==> src/rtl/irq_pkg.sv <==
package irq_pkg;
  localparam int N_SRC      = 11;
  localparam int RSVD_IDX   = 8;
  localparam int VEC_BASE   = 3;
  localparam int VEC_STRIDE = 8;
  localparam int ADDR_W     = 16;

  typedef enum logic {
    LVL_LO = 1'b0,
    LVL_HI = 1'b1
  } lvl_e;
endpackage

==> src/rtl/irq_qualify.sv <==
module irq_qualify #(
  parameter int N        = irq_pkg::N_SRC,
  parameter int RSVD_IDX = irq_pkg::RSVD_IDX
) (
  input  logic         clk_i,
  input  logic         rst_ni,
  input  logic [N-1:0] pend_i,
  input  logic [N-1:0] en_i,
  input  logic [N-1:0] prio_i,
  input  logic         gie_i,
  output logic [N-1:0] req_lo_o,
  output logic [N-1:0] req_hi_o
);
  localparam logic [N-1:0] KEEP = ~({{(N-1){1'b0}}, 1'b1} << RSVD_IDX);

  logic [N-1:0] live;
  assign live = pend_i & en_i & {N{gie_i}} & KEEP;

  // one detection clock
  always_ff @(posedge clk_i or negedge rst_ni) begin
    if (!rst_ni) begin
      req_lo_o <= '0;
      req_hi_o <= '0;
    end else begin
      req_lo_o <= live & ~prio_i;
      req_hi_o <= live & prio_i;
    end
  end

  a_r1_gie_masks: assert property (@(posedge clk_i) disable iff (!rst_ni)
    !gie_i |=> (req_lo_o == '0) && (req_hi_o == '0));
  a_r1_rsvd_quiet: assert property (@(posedge clk_i) disable iff (!rst_ni)
    !req_lo_o[RSVD_IDX] && !req_hi_o[RSVD_IDX]);
endmodule

==> src/rtl/irq_pick.sv <==
module irq_pick #(
  parameter int N     = irq_pkg::N_SRC,
  parameter int IDX_W = $clog2(N)
) (
  input  logic [N-1:0]     req_i,
  output logic             valid_o,
  output logic [IDX_W-1:0] idx_o
);
  // scan downward so the lowest index is written last
  always_comb begin
    valid_o = 1'b0;
    idx_o   = '0;
    for (int i = N - 1; i >= 0; i--) begin
      if (req_i[i]) begin
        valid_o = 1'b1;
        idx_o   = IDX_W'(i);
      end
    end
  end

  always_comb begin
    if (valid_o) a_r4_lowest_set: assert (req_i[idx_o] && ((req_i & ((N'(1) << idx_o) - N'(1))) == '0));
  end
endmodule

==> src/rtl/irq_inservice.sv <==
module irq_inservice (
  input  logic           clk_i,
  input  logic           rst_ni,
  input  logic           take_i,
  input  irq_pkg::lvl_e  take_lvl_i,
  input  logic           reti_i,
  output logic           act_lo_o,
  output logic           act_hi_o
);
  import irq_pkg::*;

  logic lo_d, hi_d;

  // return clears first, acknowledge sets after
  always_comb begin
    lo_d = act_lo_o;
    hi_d = act_hi_o;
    if (reti_i) begin
      if (act_hi_o) hi_d = 1'b0;
      else          lo_d = 1'b0;
    end
    if (take_i) begin
      if (take_lvl_i == LVL_HI) hi_d = 1'b1;
      else                      lo_d = 1'b1;
    end
  end

  always_ff @(posedge clk_i or negedge rst_ni) begin
    if (!rst_ni) begin
      act_lo_o <= 1'b0;
      act_hi_o <= 1'b0;
    end else begin
      act_lo_o <= lo_d;
      act_hi_o <= hi_d;
    end
  end

  a_r8_take_hi: assert property (@(posedge clk_i) disable iff (!rst_ni)
    take_i && (take_lvl_i == LVL_HI) |=> act_hi_o);
  a_r8_take_lo: assert property (@(posedge clk_i) disable iff (!rst_ni)
    take_i && (take_lvl_i == LVL_LO) |=> act_lo_o);
  a_r8_reti_hi_first: assert property (@(posedge clk_i) disable iff (!rst_ni)
    reti_i && !take_i && act_hi_o |=> !act_hi_o && (act_lo_o == $past(act_lo_o)));
endmodule

==> src/rtl/irq_prio_ctrl.sv <==
module irq_prio_ctrl
  import irq_pkg::*;
#(
  parameter int N          = irq_pkg::N_SRC,
  parameter int RSVD_IDX   = irq_pkg::RSVD_IDX,
  parameter int VEC_BASE   = irq_pkg::VEC_BASE,
  parameter int VEC_STRIDE = irq_pkg::VEC_STRIDE,
  parameter int ADDR_W     = irq_pkg::ADDR_W
) (
  input  logic              clk_i,
  input  logic              rst_ni,
  input  logic [N-1:0]      pend_i,
  input  logic [N-1:0]      en_i,
  input  logic [N-1:0]      prio_i,
  input  logic              gie_i,
  input  logic              instr_done_i,
  input  logic              reti_i,
  input  logic              ack_i,
  output logic              irq_o,
  output logic [ADDR_W-1:0] vec_o,
  output logic              act_lo_o,
  output logic              act_hi_o
);
  localparam int IDX_W = $clog2(N);
  localparam int NLVL  = 2;

  logic [N-1:0]     req_lvl [NLVL];
  logic [NLVL-1:0]  lvl_vld;
  logic [IDX_W-1:0] lvl_idx [NLVL];

  irq_qualify #(.N(N), .RSVD_IDX(RSVD_IDX)) u_qual (
    .clk_i   (clk_i),
    .rst_ni  (rst_ni),
    .pend_i  (pend_i),
    .en_i    (en_i),
    .prio_i  (prio_i),
    .gie_i   (gie_i),
    .req_lo_o(req_lvl[LVL_LO]),
    .req_hi_o(req_lvl[LVL_HI])
  );

  for (genvar l = 0; l < NLVL; l++) begin : g_lvl
    irq_pick #(.N(N), .IDX_W(IDX_W)) u_pick (
      .req_i  (req_lvl[l]),
      .valid_o(lvl_vld[l]),
      .idx_o  (lvl_idx[l])
    );
  end

  logic             irq_q, hold_q;
  logic [IDX_W-1:0] idx_q;
  lvl_e             lvl_q;
  logic             take;

  // eligibility against in-service state
  logic             cand_vld;
  logic [IDX_W-1:0] cand_idx;
  lvl_e             cand_lvl;
  always_comb begin
    cand_vld = 1'b0;
    cand_idx = '0;
    cand_lvl = LVL_LO;
    if (lvl_vld[LVL_HI] && !act_hi_o) begin
      cand_vld = 1'b1;
      cand_idx = lvl_idx[LVL_HI];
      cand_lvl = LVL_HI;
    end else if (lvl_vld[LVL_LO] && !act_hi_o && !act_lo_o) begin
      cand_vld = 1'b1;
      cand_idx = lvl_idx[LVL_LO];
    end
  end

  logic present;
  assign present = instr_done_i && !hold_q && !reti_i && cand_vld && !irq_q;
  assign take    = irq_q && ack_i;

  always_ff @(posedge clk_i or negedge rst_ni) begin
    if (!rst_ni) begin
      irq_q  <= 1'b0;
      idx_q  <= '0;
      lvl_q  <= LVL_LO;
      hold_q <= 1'b0;
    end else begin
      if (reti_i)                 hold_q <= 1'b1;
      else if (instr_done_i)      hold_q <= 1'b0;
      if (take) irq_q <= 1'b0;
      else if (present) begin
        irq_q <= 1'b1;
        idx_q <= cand_idx;
        lvl_q <= cand_lvl;
      end
    end
  end

  irq_inservice u_isr (
    .clk_i     (clk_i),
    .rst_ni    (rst_ni),
    .take_i    (take),
    .take_lvl_i(lvl_q),
    .reti_i    (reti_i),
    .act_lo_o  (act_lo_o),
    .act_hi_o  (act_hi_o)
  );

  assign irq_o = irq_q;
  assign vec_o = irq_q ? ADDR_W'(VEC_BASE) + ADDR_W'(VEC_STRIDE) * ADDR_W'(idx_q) : '0;

  a_r10_hold_stable: assert property (@(posedge clk_i) disable iff (!rst_ni)
    irq_o && !ack_i |=> irq_o && $stable(vec_o));
  a_r9_on_boundary: assert property (@(posedge clk_i) disable iff (!rst_ni)
    !irq_o ##1 irq_o |-> $past(instr_done_i));
  a_r6_hi_blocks: assert property (@(posedge clk_i) disable iff (!rst_ni)
    act_hi_o && !irq_o |=> !irq_o);
  a_r11_reti_holdoff: assert property (@(posedge clk_i) disable iff (!rst_ni)
    reti_i && !irq_o |=> !irq_o);
  a_r5_idle_vec: assert property (@(posedge clk_i) disable iff (!rst_ni)
    !irq_o |-> vec_o == '0);
endmodule

==> config.mk <==
export PLATFORM = sky130hd
export DESIGN_NAME = irq_prio_ctrl
export DESIGN_NICKNAME = d
export VERILOG_FILES = /design/src/rtl/irq_pkg.sv /design/src/rtl/irq_qualify.sv /design/src/rtl/irq_pick.sv /design/src/rtl/irq_inservice.sv /design/src/rtl/irq_prio_ctrl.sv
export SDC_FILE = /design/constraint.sdc
export NUM_CORES = 1
export LEC_CHECK = 0
export BUFFER_PORTS_ARGS = -buffer_cell sky130_fd_sc_hd__buf_2
export CAP_MARGIN = 20
export CORE_UTILIZATION = 27
export DETAILED_ROUTE_END_ITERATION = 10
export SETUP_SLACK_MARGIN = 0.2
export SLEW_MARGIN = 10
export SYNTH_ARGS = -nofsm -noshare
export SYNTH_HDL_FRONTEND = slang
export SYNTH_SLANG_ARGS = --single-unit
==> constraint.sdc <==
create_clock -name clk_i -period 3.4 [get_ports clk_i]
set_input_delay 0.34 -clock clk_i [delete_from_list [all_inputs] [get_ports clk_i]]
set_output_delay 0.34 -clock clk_i [all_outputs]
set_load 0.05 [all_outputs]
# Word level (Yosys, flattened, before mapping)
# Index checks and enable logic that the tools add are counted.
totals:
  n_memories: 0
  romBits: 0
  out_inout_bits: 19
  ff_bits: 31
  ram_bits: 0
  latchBits: 0
  wordCells: 92
  input_bits: 39
op_classes:
  n_mux: 61
  shift: 0
  magnitude_cmp: 0
  eq_ne: 0
  reduce_logical: 16
  n_div: 0
  add_sub_neg: 1
  mul: 0
  bitwise: 6
op_table:
  columns: ["operator", "n"]
  rows:
  - ["4-bit two-way mux", 24]
  - ["11-bit bitwise AND", 4]
  - ["1-bit two-way mux", 36]
  - ["11-bit NOT", 1]
  - ["2-bit by 7-bit adder with 8-bit output (first input constant)", 1]
  - ["1-bit logical AND", 8]
  - ["8-bit two-way mux", 1]
  - ["1-bit zero test", 5]
  - ["2-bit nonzero test", 2]
  - ["2-bit AND reduction", 1]
  - ["1-bit NOT", 1]

# Depth between registers and ports, before layout
# Gate-level depths: netlist of run 1.
logic_depth:
  depth_word: 19
  mapped_depth: 5
  mapped_depth_nobuf: 5

# Modules after synthesis
# Synthesis of run 1 repeated with hierarchy kept, for this count alone.
unflattened:
  cells_unflattened: 143
  area_unflattened_um2: 1562.7
by_module_without_submodules:
  columns: ["mod", "seq_area_each_um2", "area_each_um2", "cells_each", "instances"]
  rows:
  - ["irq_qualify", 500.5, 721.9, 45, 1]
  - ["irq_prio_ctrl", 175.2, 534.3, 52, 1]
  - ["irq_pick", 0.0, 112.6, 19, 2]
  - ["irq_inservice", 50.0, 81.3, 8, 1]

# Worst setup path before layout of run 1
# OpenSTA, ideal clock, no wires.
synth_timing:
  path_type: "flip-flop to flip-flop"
  startpoint: "reg irq_q (netlist: irq_o)"
  endpoint: "reg idx_q[0]"
  synth_period_minus_slack_ns: 1.939
  path_buffers: 0
  setup_ns: 0.125
  arrival_ns: 1.814
  required_time_ns: 3.275
  setup_slack_ns: 1.461
  path_stages_with_launch: 6
  cell_sequence: "dfrtp_1 -> nor4b_2 -> nand2_1 -> nor2_2 -> a31oi_4 -> mux2_2"
synth_via:
  elab_chain_len: 3
  elab_cells_between_ends: 5
  cone_classes: "bitwise (1); reduce/logical (4)"
synth_lines:
  columns: ["element", "line", "source"]
  rows:
  - ["from (decl)", "irq_prio_ctrl.sv:50", "logic irq_q, hold_q;"]
  - ["from (signal assigned)", "irq_prio_ctrl.sv:79", "irq_q <= 1'b0;"]
  - ["from (signal assigned)", "irq_prio_ctrl.sv:86", "if (take) irq_q <= 1'b0;"]
  - ["from (signal assigned)", "irq_prio_ctrl.sv:88", "irq_q <= 1'b1;"]
  - ["1-bit zero test / 1-bit logical AND (equally long branches)", "irq_prio_ctrl.sv:74, irq_prio_ctrl.sv:75", null]
  - ["1-bit logical AND / 1-bit NOT (equally long branches)", null, null]
  - ["2-bit AND reduction (no line) (*)", null, null]
  - ["to (signal assigned)", "irq_prio_ctrl.sv:89", "idx_q <= cand_idx;"]
  - ["to (decl)", "irq_prio_ctrl.sv:51", "logic [IDX_W-1:0] idx_q;"]
# Every way passes the cells marked *; elsewhere a longest branch is shown, timed or not.
# A chain may end at the register's enable or synchronous reset.

# Worst setup path in the final report of run 1
layout_timing:
  startpoint: "reg u_qual.req_hi_o[4]"
  endpoint: "reg idx_q[0]"
layout_via:
  elab_chain_len: 10
  elab_cells_between_ends: 16
  cone_classes: "mux (12); reduce/logical (4)"
layout_lines:
  columns: ["element", "line", "source"]
  rows:
  - ["from (decl)", "irq_qualify.sv:12", "output logic [N-1:0] req_hi_o"]
  - ["from (signal assigned)", "irq_qualify.sv:26", "req_hi_o <= live & prio_i;"]
  - ["1-bit two-way mux (5 in series)", "irq_pick.sv:14", "if (req_i[i]) begin"]
  - ["1-bit logical AND", "irq_prio_ctrl.sv:63", "if (lvl_vld[LVL_HI] && !act_hi_o) begin"]
  - ["1-bit two-way mux", "irq_prio_ctrl.sv:63", null]
  - ["1-bit logical AND (2 in series)", "irq_prio_ctrl.sv:74", "assign present = instr_done_i && !hold_q && !reti_i && cand_vld && !irq_q;"]
  - ["2-bit AND reduction (no line)", null, null]
# Several ways; a longest one is shown, not always the timed one.

==> summary.txt, run 1 <==
Aggregate negative setup slack -> 0 ns
Final nets -> 235
GR Util All Layers -> 11.5%
Max Buffers Root-to-Sink -> 2
Ports -> 58
Leak Pwr -> 0.922 nW
Final Non-Filler Cells -> 264
DIE WIDTH -> 74.4 um
Yosys warns -> 0
Sink Count -> 29
Detail Route Antenna Nets -> 0
Core Footprint -> 0.00488 mm2
Final Instance Area -> 0.00178 mm2
Row count -> 25
Gr ovfl total -> 0
Die H -> 74.4 um
Placed Area -> 0.00166 mm2
Reg-to-reg slack, setup -> 1.35 ns
DR WL/cell -> 10.3 um
Final setup viols -> 0
Pin count of the biggest net entering global routing -> 30
Drt drc -> 0
Highest Clock Rate -> 488 MHz
Max-slew headroom -> 58.2%
Via count -> 1125
Filler instances -> 509
WS Path Type -> reg2reg
Clk_skew -> 0.00436 ns
Worst Hold Class -> in2async
Final wirelength -> 2720 um
Die Area -> 0.00553 mm2
Final Max Slew Viols -> 0
Mapped cell area -> 0.00142 mm2
Initial Util -> 29.0%
Netlist cell types -> 30
Worst setup SP type -> flip-flop
Post-synthesis sequential element count -> 29
Clk root buf -> clkbuf_8
Final hold vios -> 0
WP data arrival -> 2.21 ns
Fin crit share -> 60.2%
Async set-reset flop share out of synthesis -> 100%
Pwr Density -> 526 mW/mm2
Cells after DPL -> 256
Crit end category -> flip-flop
Power Total -> 0.936 mW
Fraction of the yosys area taken by sequential cells -> 51.3%
Dpl hpwl -> 2170 um
Vias per Instance -> 4.26
Cts bufs inserted -> 5
CTS Hold Bufs -> 0
Syn Area/Cell -> 9.50 um2
Vias in the first global route -> 1023
Initial antenna violation count -> 0
Top_reg_cell synth -> dfrtp_1
Mapped Cells -> 149
Actual slew at the worst max-slew pin -> 0.628 ns
Iter 0 DRT Violations -> 49
PortBufs -> 44
Status -> completed
Clock latency on the worst-skew pair -> 0.28 ns
Reg clk slew, reported paths -> 0.06 ns
Pre-antenna DRT Iters -> 4
RSZ-0062 raised after global routing -> false
H-tree depth -> 2
Commonest non-fill, non-tap cells in the layout -> 44 x buf_2, 29 x nor2_1, 29 x dfrtp_1
Worst EP required -> 3.57 ns
Max cap viols -> 0
Post-CTS Setup Repair Bufs -> 0
Share of cells above drive strength 1 -> 31.0%
PostCTS Resize Cnt -> 0
Minimum clock period -> 2.05 ns
Inserted Diodes -> 0
Area delta synth->final -> 25.7%
EDFF count, synth -> 0
Most common cell after layout, fill and taps aside -> buf_2
First-pass GRT wire length -> 4600 um
Routability cong. -> 0.780
CP max FO -> 4
Worst VDD drop -> 0.000178 V
TritonCTS clock tree -> yes
==> layout make-up <==
cell class	count	area [um2]	area share, %
clock inverters	2	37.5	2.11
flip-flops and latches	29	726	40.8
repair buffers	44	220	12.4
inverters	18	67.6	3.80
well taps	67	83.8	4.71
clock buffers	6	82.6	4.64
multi-input cells	98	562	31.6
==> per-stage QoR <==
| stage | worst slack (ns) | util, % | hold slack, ns |
|---|---|---|---|
| finish | 1.35 | 36.5 | 0.0714 |
| global route | 1.26 | 36.5 | 0.112 |
| CTS | 1.33 | 36.5 | 0.0843 |
| detailed placement | 1.35 | 34.0 | 0.395 |
| global placement | 1.36 | 34.0 | 0.385 |
| floorplan | 1.46 | - | 0.0444 |
==> per-layer routing <==
| layer | global-route usage (%) | wire length (um) | vias to the layer above | share of wire (%) |
|---|---|---|---|---|
| met2 | 15.8 | 1170 | 45 | 43 |
| li1 | - | - | 576 | - |
| met5 | 0 | 0 | - | 0 |
| met3 | 3.66 | 184 | 7 | 6.8 |
| met1 | 15.7 | 1310 | 497 | 48 |
| met4 | 6.92 | 55 | 0 | 2.0 |
==> critical path: stages, from the launching register on <==
cell and delay, ns:
dfrtp_1 0.39, or4_4 0.57, nor4_4 0.29, nor2_2 0.12, a31oi_4 0.20, mux2_2 0.35
==> state kept, by name, indices dropped and copies added, names as in the netlist <==
register         count
hold_q               1
idx_q                4
irq_o                1
lvl_q                1
u_isr.act_hi_o       1
u_isr.act_lo_o       1
u_qual.req_hi_o     10
u_qual.req_lo_o     10
==> path summary, 6_finish.rpt <==
kind,depth (start not counted),end,start
hold reg to reg,1,u_isr.act_lo_o,lvl_q
hold / removal,1,hold_q,rst_ni
min in group clk_i,2,u_qual.req_lo_o[3],prio_i[3]
setup / recovery,5,idx_q[0],u_qual.req_hi_o[4]
max in group asynchronous,1,u_qual.req_lo_o[0],rst_ni
setup reg to reg,5,idx_q[0],u_qual.req_hi_o[4]
==> report_power, final <==
group / internal (mW) / total, mW / switching [mW]
clock network: 0.238 / 0.367 / 0.129
registers: 0.375 / 0.399 / 0.0238
logic: 0.0594 / 0.170 / 0.111
total: 0.672 / 0.936 / 0.264
==> kinds of logic after synthesis <==
family	Yosys count	share of synthesized area, %
muxes	3	2.39
other	1	0.265
DFF	29	51.3
AOI/OAI and AO/OA	24	12.3
buffers and inverters	31	11.4
and+or+nand+nor	61	22.4
==> Yosys cell counts (2+ instances only) <==
master,instances,area share [%]
nand3_1,12,4.2
nand2_1,3,0.80
nor3_1,3,1.1
a211oi_1,2,1.1
and2_1,4,1.8
mux2_2,3,2.4
o21ai_0,6,2.1
o311ai_0,2,1.2
o31ai_1,3,1.6
inv_1,18,4.8
buf_4,12,6.4
nor2_1,29,7.7
or4_1,3,1.6
a21oi_1,5,1.8
dfrtp_1,29,51
Note: power is estimated with default switching activity, not from simulation.
==> run 2: changes to the inputs <==
- clock period: 3.4 -> 1.9 ns (I/O delays scaled with it)
==> run 2 against run 1 <==
Compared with the run above:
- the flow now finishes with violations (negative setup slack)
- cell area up 8.0%
- fmax up 3.6%
- critical path depth unchanged
- worst setup slack worse by 1.4 ns
- sequential cell count unchanged
- utilization up 2.9 points
- clock-buffer cell count down 1
- combinational power up 110%
- register-to-register slack worse by 1.4 ns
- sequential share of layout area down 3.0 points
- clock power up 61%
- largest cell class unchanged
==> summary.txt, run 2 (same netlist as run 1, synthesis figures left out) <==
Iter 0 DRT Violations -> 40 (-18%)
Placed Area -> 0.00177 mm2 (+6.5%)
Die Area -> 0.00553 mm2 (unchanged)
Worst setup SP type -> flip-flop
Die H -> 74.4 um (unchanged)
Sink Count -> 29 (unchanged)
Inserted Diodes -> 0 (unchanged)
Pre-CTS setup slack -> -0.0978 ns (-1.45 ns)
Pre-antenna DRT Iters -> 6 (+2)
WS Path Type -> reg2reg
Final nets -> 251 (+6.8%)
Largest regs -> u_qual.req_hi_o: 10 flops, u_qual.req_lo_o: 10 flops, idx_q: 4 flops
Status -> finished, violations left
Filler instances -> 505 (-0.79%)
Detail Route Antenna Nets -> 0 (unchanged)
DR WL/cell -> 10.6 um (+2.6%)
Via count -> 1189 (+5.7%)
Max Buffers Root-to-Sink -> 2 (unchanged)
Hold_sp -> prio_i[0]
Final Max Slew Viols -> 0 (unchanged)
PortBufs -> 44 (unchanged)
Post-layout util -> 39.4% (+2.9 points)
Initial Util -> 29.0% (unchanged)
Max-slew headroom -> 58.6% (+0.48 points)
Row count -> 25 (unchanged)
Worst Hold Class -> in2reg
Share of cells above drive strength 1 -> 37.3% (+6.3 points)
Clk root buf -> clkbuf_8
Gr ovfl total -> 0 (unchanged)
Hold path cells -> 2
Aggregate negative setup slack -> -0.230 ns (-0.230 ns)
WP data arrival -> 2.14 ns (-0.07 ns)
Reg-to-reg endpoint -> idx_q[3]
DIE WIDTH -> 74.4 um (unchanged)
Worst VDD drop -> 0.000316 V (+78%)
Pin count of the biggest net entering global routing -> 30 (unchanged)
Vias per Instance -> 4.26 (about the same)
Reg-to-reg slack, setup -> -0.08 ns (-1.43 ns)
Final setup viols -> 3 (+3)
First-pass GRT wire length -> 5000 um (+8.5%)
Cts bufs inserted -> 5 (unchanged)
Final hold vios -> 0 (unchanged)
Clock latency on the worst-skew pair -> 0.27 ns (about the same)
Dpl hpwl -> 2260 um (+4.1%)
Hold Path End -> u_qual.req_lo_o[0]
Clk_skew -> 0.00213 ns (-0.00223 ns)
Minimum clock period -> 1.98 ns (-0.0715 ns)
Pwr Density -> 867 mW/mm2 (+65%)
RSZ-0062 raised after global routing -> true
Leak Pwr -> 1.02 nW (+10%)
Setup slack after layout -> -0.0770 ns (-1.43 ns)
Final wirelength -> 2950 um (+8.4%)
Max cap viols -> 0 (unchanged)
Vias in the first global route -> 1120 (+9.5%)
R2r startpoint -> u_qual.req_hi_o[0]
Initial antenna violation count -> 0 (unchanged)
Multi-input logic area -> 597 um2 (+6.2%)
Fin crit share -> 104% (+44 points)
Seq. cell area -> 727 um2 (+0.17%)
Highest Clock Rate -> 506 MHz (+3.6%)
Most common cell after layout, fill and taps aside -> buf_2
GR Util All Layers -> 12.4% (+0.85 points)
Routability cong. -> 0.804 (+3.1%)
TritonCTS clock tree -> yes
Final Instance Area -> 0.00192 mm2 (+8.0%)
Reg2Reg Depth -> 5 (unchanged)
Commonest non-fill, non-tap cells in the layout -> 44 x buf_2, 29 x nor2_1, 28 x dfrtp_1
CP max FO -> 4 (unchanged)
Drt drc -> 0 (unchanged)
Area delta synth->final -> 35.8%
Failing checks -> negative setup slack
Ports -> 58 (unchanged)
Core Footprint -> 0.00488 mm2 (unchanged)
Reg clk slew, reported paths -> 0.06 ns (about the same)
H-tree depth -> 2 (unchanged)
Actual slew at the worst max-slew pin -> 0.621 ns (-0.00717 ns)
Crit end category -> flip-flop
Worst EP required -> 2.06 ns (-1.51 ns)
run 2: layout make-up:
class,count,share of cell area [%]
flip-flops and latches,29,37.8
multi-input cells,98,31.1
well taps,67,4.36
clock buffers,5,3.58
clock inverters,2,1.82
repair buffers,60,17.8
inverters,18,3.52
run 2: report_power, final:
part           total [mW]  switching, mW  internal [mW]
combinational       0.354          0.211          0.143
sequential          0.720         0.0481          0.672
clock               0.592          0.212          0.380
run 2: worst max-delay path by stage:
stage | slack, ns | start | cells after the start | to
finish | -0.08 | u_qual.req_hi_o[0] | 5 | idx_q[3]
global route | -0.18 | u_qual.req_hi_o[0] | 5 | idx_q[0]
CTS | -0.08 | u_qual.req_hi_o[4] | 5 | idx_q[0]
detailed placement | -0.1 | u_qual.req_hi_o[2] | 5 | idx_q[0]
global placement | -0.05 | u_qual.req_hi_o[2] | 5 | idx_q[0]
floorplan | -0.01 | u_qual.req_hi_o[0] | 5 | idx_q[3]
run 2: through the flow:
step | hold WS (ns) | power, mW | instances
floorplan | -0.106 | 0.979 | 158
global placement | 0.238 | 1.07 | 267
detailed placement | 0.245 | 1.07 | 267
CTS | 0.0657 | 1.69 | 277
global route | 0.0690 | 1.76 | 279
finish | 0.0734 | 1.67 | 279
run 2: what timing repair did:
| action | 4_1_cts | 5_1_grt |
|---|---|---|
| endpoints found under the setup margin | 6 | 6 |
| hold buffers | 1 | 0 |
| resized for setup | 2 | 1 |
| endpoints found under the hold margin | 29 | 0 |
| pin swaps | 1 | 2 |
| setup buffers | 2 | 2 |
run 2: metal layers:
layer  vias up  global-route usage [%]  share of wire (%)
met4         0                    5.66                2.0
met1       517                    15.9                 46
li1        611                       -                  -
met2        52                    19.0                 44
met5         -                       0                  0
met3         9                    3.79                7.1
run 2: critical path, stage by stage, from the launching register on:
cell     delay (ns)
dfrtp_1        0.38
or4_4          0.56
nor4_4         0.27
nor2_2         0.09
a31oi_4        0.24
mux2_4         0.32
